### config.mk
export PLATFORM = sky130hd
export DESIGN_NAME = recov_seq_top
export DESIGN_NICKNAME = d
export VERILOG_FILES = /design/src/rtl/recov_pkg.sv /design/src/rtl/recov_scrub.sv /design/src/rtl/recov_ctrl.sv /design/src/rtl/recov_seq_top.sv
export SDC_FILE = /design/constraint.sdc
export NUM_CORES = 1
export LEC_CHECK = 0
export ABC_AREA = 0
export CAP_MARGIN = 20
export CORE_MARGIN = 2
export CORE_UTILIZATION = 33
export DETAILED_ROUTE_END_ITERATION = 8
export GPL_TIMING_DRIVEN = 0
export PLACE_DENSITY = 0.92
export SYNTH_ARGS = -nofsm -noshare
export SYNTH_HDL_FRONTEND = slang
export SYNTH_SLANG_ARGS = --single-unit
### constraint.sdc
create_clock -name clk -period 3.42 [get_ports clk]
set_clock_uncertainty 0.05 [all_clocks]
set_input_delay 0.684 -clock clk [delete_from_list [all_inputs] [get_ports clk]]
set_output_delay 0.684 -clock clk [all_outputs]
set_load 0.01 [all_outputs]
### src/rtl/recov_pkg.sv
package recov_pkg;

  typedef enum logic [3:0] {
    ST_IDLE,
    ST_FREEZE,
    ST_DRAIN,
    ST_LRST,
    ST_ARST,
    ST_SCRUB1,
    ST_SCRUB2,
    ST_RESTART,
    ST_WAITC,
    ST_LOG,
    ST_CHKSTOP
  } rec_state_e;

  // States in which the checkpoint must stay frozen.
  function automatic logic holds_freeze(input rec_state_e s);
    return (s == ST_FREEZE) || (s == ST_DRAIN) || (s == ST_LRST) ||
           (s == ST_ARST) || (s == ST_SCRUB1) || (s == ST_SCRUB2) ||
           (s == ST_CHKSTOP);
  endfunction

  // States in which a new error means recovery has failed.
  function automatic logic in_restart_window(input rec_state_e s);
    return (s == ST_RESTART) || (s == ST_WAITC);
  endfunction

  // Pass one tolerates correctable errors; pass two tolerates none.
  function automatic logic scrub_fault(input logic second, input logic ce,
                                       input logic ue);
    return ue | (second & ce);
  endfunction

endpackage

### src/rtl/recov_scrub.sv
module recov_scrub
  import recov_pkg::*;
#(
  parameter int REGS   = 256,
  parameter int DATA_W = 64,
  localparam int AW    = $clog2(REGS)
) (
  input  logic              clk,
  input  logic              rst_n,
  input  logic              go_i,
  input  logic              second_i,
  input  logic [DATA_W-1:0] rdata_i,
  input  logic              ce_i,
  input  logic              ue_i,
  output logic              rd_en_o,
  output logic [AW-1:0]     addr_o,
  output logic              we_o,
  output logic [AW-1:0]     waddr_o,
  output logic [DATA_W-1:0] wdata_o,
  output logic              shadow_o,
  output logic              fin_o,
  output logic              fault_o
);

  localparam logic [AW-1:0] LAST = AW'(REGS - 1);

  logic          busy_q;
  logic [AW-1:0] cnt_q;
  logic          pend_q;
  logic [AW-1:0] pend_addr_q;
  logic          fault_w;

  // A status is pending one cycle after each read.
  assign fault_w = pend_q && scrub_fault(second_i, ce_i, ue_i);

  always_ff @(posedge clk) begin
    if (!rst_n) begin
      busy_q      <= 1'b0;
      cnt_q       <= '0;
      pend_q      <= 1'b0;
      pend_addr_q <= '0;
    end else begin
      if (go_i) begin
        busy_q <= 1'b1;
        cnt_q  <= '0;
      end else if (fault_w) begin
        busy_q <= 1'b0;
      end else if (busy_q) begin
        cnt_q <= cnt_q + 1'b1;
        if (cnt_q == LAST) busy_q <= 1'b0;
      end
      pend_q      <= busy_q && !fault_w;
      pend_addr_q <= cnt_q;
    end
  end

  assign rd_en_o  = busy_q;
  assign addr_o   = cnt_q;
  assign we_o     = pend_q && !second_i && !ue_i;
  assign waddr_o  = pend_addr_q;
  assign wdata_o  = rdata_i;
  assign shadow_o = we_o;
  assign fin_o    = pend_q && (pend_addr_q == LAST) && !fault_w;
  assign fault_o  = fault_w;

  // write-back targets the address read one cycle before
  p_wb_same_addr_r4: assert property (@(posedge clk) disable iff (!rst_n)
    we_o |-> ($past(rd_en_o) && (waddr_o == $past(addr_o))));

  // reads ascend by one within a pass
  p_rd_ascending_r4: assert property (@(posedge clk) disable iff (!rst_n)
    (rd_en_o && $past(rd_en_o)) |-> (addr_o == AW'($past(addr_o) + 1'b1)));

  // no read after the cycle in which a fault arrives
  p_stop_on_fault_r5: assert property (@(posedge clk) disable iff (!rst_n)
    fault_o |=> !rd_en_o);

endmodule

### src/rtl/recov_ctrl.sv
module recov_ctrl
  import recov_pkg::*;
(
  input  logic clk,
  input  logic rst_n,
  input  logic err_i,
  input  logic drain_ack_i,
  input  logic latch_ack_i,
  input  logic array_ack_i,
  input  logic instr_done_i,
  input  logic scrub_fin_i,
  input  logic scrub_fault_i,
  output logic drain_req_o,
  output logic latch_req_o,
  output logic array_req_o,
  output logic scrub_go_o,
  output logic scrub_second_o,
  output logic restart_o,
  output logic log_irq_o,
  output logic done_o,
  output logic freeze_o,
  output logic chkstop_o
);

  rec_state_e st_q, st_d;
  logic       drained_q, latched_q;
  logic       idle_w, window_w;

  assign idle_w   = (st_q == ST_IDLE);
  assign window_w = in_restart_window(st_q);

  always_comb begin
    st_d = st_q;
    case (st_q)
      ST_IDLE:     if (err_i) st_d = ST_FREEZE;
      ST_FREEZE:   st_d = ST_DRAIN;
      ST_DRAIN:    if (drain_ack_i) st_d = ST_LRST;
      ST_LRST:     if (latch_ack_i) st_d = ST_ARST;
      ST_ARST:     if (array_ack_i) st_d = ST_SCRUB1;
      ST_SCRUB1: begin
        if (scrub_fault_i)    st_d = ST_CHKSTOP;
        else if (scrub_fin_i) st_d = ST_SCRUB2;
      end
      ST_SCRUB2: begin
        if (scrub_fault_i)    st_d = ST_CHKSTOP;
        else if (scrub_fin_i) st_d = ST_RESTART;
      end
      ST_RESTART:  st_d = err_i ? ST_CHKSTOP : ST_WAITC;
      ST_WAITC: begin
        if (err_i)             st_d = ST_CHKSTOP;
        else if (instr_done_i) st_d = ST_LOG;
      end
      ST_LOG:      st_d = ST_IDLE;
      ST_CHKSTOP:  st_d = ST_CHKSTOP;
      default:     st_d = ST_CHKSTOP;
    endcase
  end

  always_ff @(posedge clk) begin
    if (!rst_n) begin
      st_q      <= ST_IDLE;
      drained_q <= 1'b0;
      latched_q <= 1'b0;
    end else begin
      st_q <= st_d;
      if (idle_w) begin
        drained_q <= 1'b0;
        latched_q <= 1'b0;
      end else begin
        if (drain_req_o && drain_ack_i) drained_q <= 1'b1;
        if (latch_req_o && latch_ack_i) latched_q <= 1'b1;
      end
    end
  end

  assign drain_req_o    = (st_q == ST_DRAIN);
  assign latch_req_o    = (st_q == ST_LRST);
  assign array_req_o    = (st_q == ST_ARST);
  assign scrub_go_o     = ((st_q == ST_ARST) && array_ack_i) ||
                          ((st_q == ST_SCRUB1) && scrub_fin_i && !scrub_fault_i);
  assign scrub_second_o = (st_q == ST_SCRUB2);
  assign restart_o      = (st_q == ST_RESTART);
  assign log_irq_o      = (st_q == ST_LOG);
  assign done_o         = (st_q == ST_LOG);
  assign freeze_o       = holds_freeze(st_q);
  assign chkstop_o      = (st_q == ST_CHKSTOP);

  // freeze follows an accepted error at once
  p_freeze_entry_r1: assert property (@(posedge clk) disable iff (!rst_n)
    (idle_w && err_i) |=> freeze_o);

  // latch reset only after the drain was acknowledged
  p_drain_first_r2: assert property (@(posedge clk) disable iff (!rst_n)
    latch_req_o |-> drained_q);

  // array reset only after the latch reset was acknowledged
  p_latch_first_r3: assert property (@(posedge clk) disable iff (!rst_n)
    array_req_o |-> latched_q);

  // at most one handshake request at a time
  p_one_request_r3: assert property (@(posedge clk) disable iff (!rst_n)
    $onehot0({drain_req_o, latch_req_o, array_req_o, restart_o, log_irq_o}));

  // a fault in pass two ends in checkstop
  p_pass2_fault_r6: assert property (@(posedge clk) disable iff (!rst_n)
    (scrub_second_o && scrub_fault_i) |=> chkstop_o);

  // an error in the restart window ends in checkstop
  p_window_err_r7: assert property (@(posedge clk) disable iff (!rst_n)
    (window_w && err_i) |=> chkstop_o);

  // checkstop is sticky and silent
  p_chk_sticky_r9: assert property (@(posedge clk) disable iff (!rst_n)
    chkstop_o |=> (chkstop_o && !restart_o && !done_o && !scrub_go_o));

endmodule

### src/rtl/recov_seq_top.sv
module recov_seq_top #(
  parameter int REGS   = 256,
  parameter int DATA_W = 64,
  localparam int AW    = $clog2(REGS)
) (
  input  logic              clk,
  input  logic              rst_n,
  input  logic              err_i,
  output logic              drain_req_o,
  input  logic              drain_ack_i,
  output logic              latch_rst_req_o,
  input  logic              latch_rst_ack_i,
  output logic              array_rst_req_o,
  input  logic              array_rst_ack_i,
  output logic              freeze_o,
  output logic              rf_rd_en_o,
  output logic [AW-1:0]     rf_raddr_o,
  input  logic [DATA_W-1:0] rf_rdata_i,
  input  logic              rf_ce_i,
  input  logic              rf_ue_i,
  output logic              rf_we_o,
  output logic [AW-1:0]     rf_waddr_o,
  output logic [DATA_W-1:0] rf_wdata_o,
  output logic              shadow_upd_o,
  output logic              restart_o,
  input  logic              instr_done_i,
  output logic              log_irq_o,
  output logic              done_o,
  output logic              chkstop_o
);

  logic scrub_go, scrub_second, scrub_fin, scrub_fault;

  recov_ctrl u_ctrl (
    .clk            (clk),
    .rst_n          (rst_n),
    .err_i          (err_i),
    .drain_ack_i    (drain_ack_i),
    .latch_ack_i    (latch_rst_ack_i),
    .array_ack_i    (array_rst_ack_i),
    .instr_done_i   (instr_done_i),
    .scrub_fin_i    (scrub_fin),
    .scrub_fault_i  (scrub_fault),
    .drain_req_o    (drain_req_o),
    .latch_req_o    (latch_rst_req_o),
    .array_req_o    (array_rst_req_o),
    .scrub_go_o     (scrub_go),
    .scrub_second_o (scrub_second),
    .restart_o      (restart_o),
    .log_irq_o      (log_irq_o),
    .done_o         (done_o),
    .freeze_o       (freeze_o),
    .chkstop_o      (chkstop_o)
  );

  recov_scrub #(.REGS(REGS), .DATA_W(DATA_W)) u_scrub (
    .clk      (clk),
    .rst_n    (rst_n),
    .go_i     (scrub_go),
    .second_i (scrub_second),
    .rdata_i  (rf_rdata_i),
    .ce_i     (rf_ce_i),
    .ue_i     (rf_ue_i),
    .rd_en_o  (rf_rd_en_o),
    .addr_o   (rf_raddr_o),
    .we_o     (rf_we_o),
    .waddr_o  (rf_waddr_o),
    .wdata_o  (rf_wdata_o),
    .shadow_o (shadow_upd_o),
    .fin_o    (scrub_fin),
    .fault_o  (scrub_fault)
  );

  // no register traffic without the freeze
  p_rf_frozen_r1: assert property (@(posedge clk) disable iff (!rst_n)
    (rf_rd_en_o || rf_we_o) |-> freeze_o);

endmodule

==> reports/metrics.csv, run 1 <==
stage;metric;value;unit
worst_setup_path;critPathCaptureType;output port;
worst_setup_path;criticalPathCategory;flop to output port;
sta;period_share;86.26;%
layout;regArea;440.4;µm²
clock_tree;insertion_delay;0.25;ns
route;drc;0;
grt;grt_use_met1;15.87;%
sta;fmax;339.0;MHz
sta;hold_viol_final;0;
clock_tree;cts-resized-gates;0;
sta;tightest_slew;0.4335;ns
pwr;vdd.ir_drop.worst;141.2;µV
floorplan;die_area;5739;µm²
place;dpl_cell_area;2768;µm²
worst_setup_path;crit_fanout;10;
grt;grt_pass1_wl;6.203;mm
sta;final.min_clock_period;2.950;ns
yosys;syn_area;1699;µm²
yosys;async_flop_share;0;%
floorplan;start_util;33.70;%
pwr;power_density;313.8;nW/µm²
clock_tree;clockBufferDepth;2;
sta;setup_viol;0;
worst_setup_path;crit_chain;clkbuf_1 > nand2_1 > nor3_1 > buf_4 > clkdlybuf4s50_1;
clock_tree;cts_post_setup_buffers_inserted;0;
yosys;ys_ff_latch;22;
grt;use_met3;2.778;%
worst_setup_path;required;2.69;ns
status;status;completed;
layout;syn_to_final_growth;66.13;%
layout;antennaDiodeCount;0;
floorplan;rows;26;
clock_tree;htree_levels;1;
yosys;syn_inst;202;
pwr;power.total;0.0008859;W
place;port_buffers;98;
place;dp_slack;0.5572;ns
route;first_pass_iters;4;
yosys;syn_area_per_cell;8.412;µm²
grt;grt_pass1_vias;1411;
route;avgRoutedWirePerCell;11.83;µm
floorplan;die_width;75.76;µm
route;num_vias;1677;
route;drtAntennaViolNets;0;
place;dpl.hpwl;3.651;mm
sta;timing.final.ws_setup;0.4700;ns
yosys;synth_ff_type;dfxtp_1;
layout;nNetsFinal;379;
sta;slew_viol_final;0;
grt;globalRouteOverflowTotal;0;
grt;antenna_found_initial;0;
worst_setup_path;startpoint_type;flop;
yosys;ys_seq_area_share;25.92;%
pwr;power_leakage;1.185;nW
worst_setup_path;cp.arrival;2.22;ns
yosys;syn_nets;276;
sta;fin_hold_ws;0.4842;ns
clock_tree;clk_pin_slew;0.07;ns
grt;grt_max_degree;13;
floorplan;io_pins;164;
clock_tree;cts_tree;built;
place;gp_congestion;0.8411;
route;postRouteWirelength;4.425;mm
worst_setup_path;max_stage_delay;0.53;ns
clock_tree;numCtsBuffers;3;
sta;rsz0062_at_grt;false;
run;maxCapViolCount;0;
route;drtIter0Drc;48;
sta;fin_tns_setup;0;ns
grt;busiest_layer;met2;
layout;multi_input_area;700.7;µm²
grt;grt_usage;13.74;%
layout;fin_area;2823;µm²
grt;globalRouteMet2Util;25.29;%
floorplan;coreArea;5042;µm²
yosys;yosysWarnings;0;
layout;drive_gt1_share;27.30;%
clock_tree;cts_hold_buf;0;
hold_path;min_path_type;flop to flop;
sta;slew_headroom;71.10;%
route;post_drt_via_cell_ratio;4.484;
yosys;synth_cell_types;45;
clock_tree;cts_sinks;22;
floorplan;die_h;75.76;µm
worst_setup_path;slowest_stage;dfxtp_1;
layout;fillCellCount;438;
clock_tree;root_buffer;clkbuf_8;
yosys;synth_edf_count;0;
## logic make-up after synthesis
family	count (synthesis)	synth area share, %
AOI/OAI and AO/OA	21	10.68
xor gates and xnor gates	8	4.124
adders and majority gates	1	0.7363
buffers and inverters	78	32.84
DFF	22	25.92
muxes	5	2.946
and+or+nand+nor	67	22.75
## layout make-up
cell class              count  area share, %
well taps                  70          3.103
inverters                   1         0.1330
clock buffers               4          1.950
multi-input cells         102          24.82
plain buffers              77          19.64
flip-flops and latches     22          15.60
repair buffers             98          34.75
## per-stage QoR
step,utilization (%),cells
finish,55.98,374
floorplan,-,202
CTS,55.98,374
detailed placement,54.89,370
global placement,54.89,370
global route,55.98,374
## worst paths after layout
check | start | depth (start not counted) | slack (ns) | endpoint
min | u_scrub.addr_o[7]$_SDFFE_PP0P_ | 1 | 0.48 | u_scrub.waddr_o[7]$_SDFF_PN0_
min reg2reg | u_scrub.addr_o[7]$_SDFFE_PP0P_ | 1 | 0.48 | u_scrub.waddr_o[7]$_SDFF_PN0_
max reg2reg | u_ctrl.st_q[1]$_SDFFE_PN0P_ | 7 | 1.65 | u_scrub.addr_o[4]$_SDFFE_PP0P_
max | u_ctrl.st_q[3]$_SDFFE_PN0P_ | 5 | 0.47 | log_irq_o
## state kept, by name, summed over array words and instances (netlist names)
name             count
u_scrub.waddr_o      8
u_scrub.addr_o       8
u_ctrl.st_q          4
u_scrub.pend_q       1
u_scrub.rd_en_o      1
## report_power, final
group / switching, W / leakage [nW] / total, W / internal, W
Sequential: 0.0000152 / 0.178 / 0.000284 / 0.000269
Combinational: 0.000185 / 0.979 / 0.000423 / 0.000238
Clock: 0.0000759 / 0.0288 / 0.000178 / 0.000102
## cells in the final DEF, fill, tap and decap left out, types with 4 or more instances in the layout
cell type / count
nor2_1: 10
and2_1: 9
nor3_1: 7
clkbuf_1: 5
nand3_1: 8
xor2_1: 7
nand2_1: 12
and3_1: 6
a21oi_1: 5
clkdlybuf4s50_1: 98
buf_4: 68
clkbuf_8: 4
dfxtp_1: 22
mux2i_1: 5
## Yosys cell counts (all sizes together) (2+ instances only)
master  count  area [µm²]
buf        72       535.5
dfxtp      22       440.4
nand2      13       51.30
nor2       10       37.54
and2        9       56.30
nand3       9       50.05
nor3        7       35.03
xor2        7       61.31
and3        6       37.54
a21oi       5       25.02
clkbuf      5       18.77
mux2i       5       50.05
a211oi      2       27.53
a31oi       2       27.53
nand2b      2       12.51
nand4       2       12.51
nor3b       2       15.01
nor4b       2       23.77
o31ai       2       15.01
## worst max-delay path: cells and delay by family, from the launching register on
kind,cells,cell delay (ns)
buffers and inverters,3,1.04
and+or+nand+nor,2,0.39
DFF,1,0.53
## per-layer routing
metal | routed length [µm] | vias up | share of wire (%)
li1 | - | 818 | -
met1 | 1559 | 765 | 35
met2 | 2447 | 92 | 55
met3 | 392 | 2 | 8.9
met4 | 25 | 0 | 0.56
met5 | 0 | - | 0
Note: power is estimated with default switching activity, not from simulation.
==> run 2: changes to the inputs <==
--- a/config.mk
+++ b/config.mk
@@ -12,6 +12,7 @@
 export DETAILED_ROUTE_END_ITERATION = 8
 export GPL_TIMING_DRIVEN = 0
 export PLACE_DENSITY = 0.92
+export SLEW_MARGIN = 20
 export SYNTH_ARGS = -nofsm -noshare
 export SYNTH_HDL_FRONTEND = slang
 export SYNTH_SLANG_ARGS = --single-unit
==> results of run 2 <==
No change in the layout: final DEF, timing and power equal those of run 1.
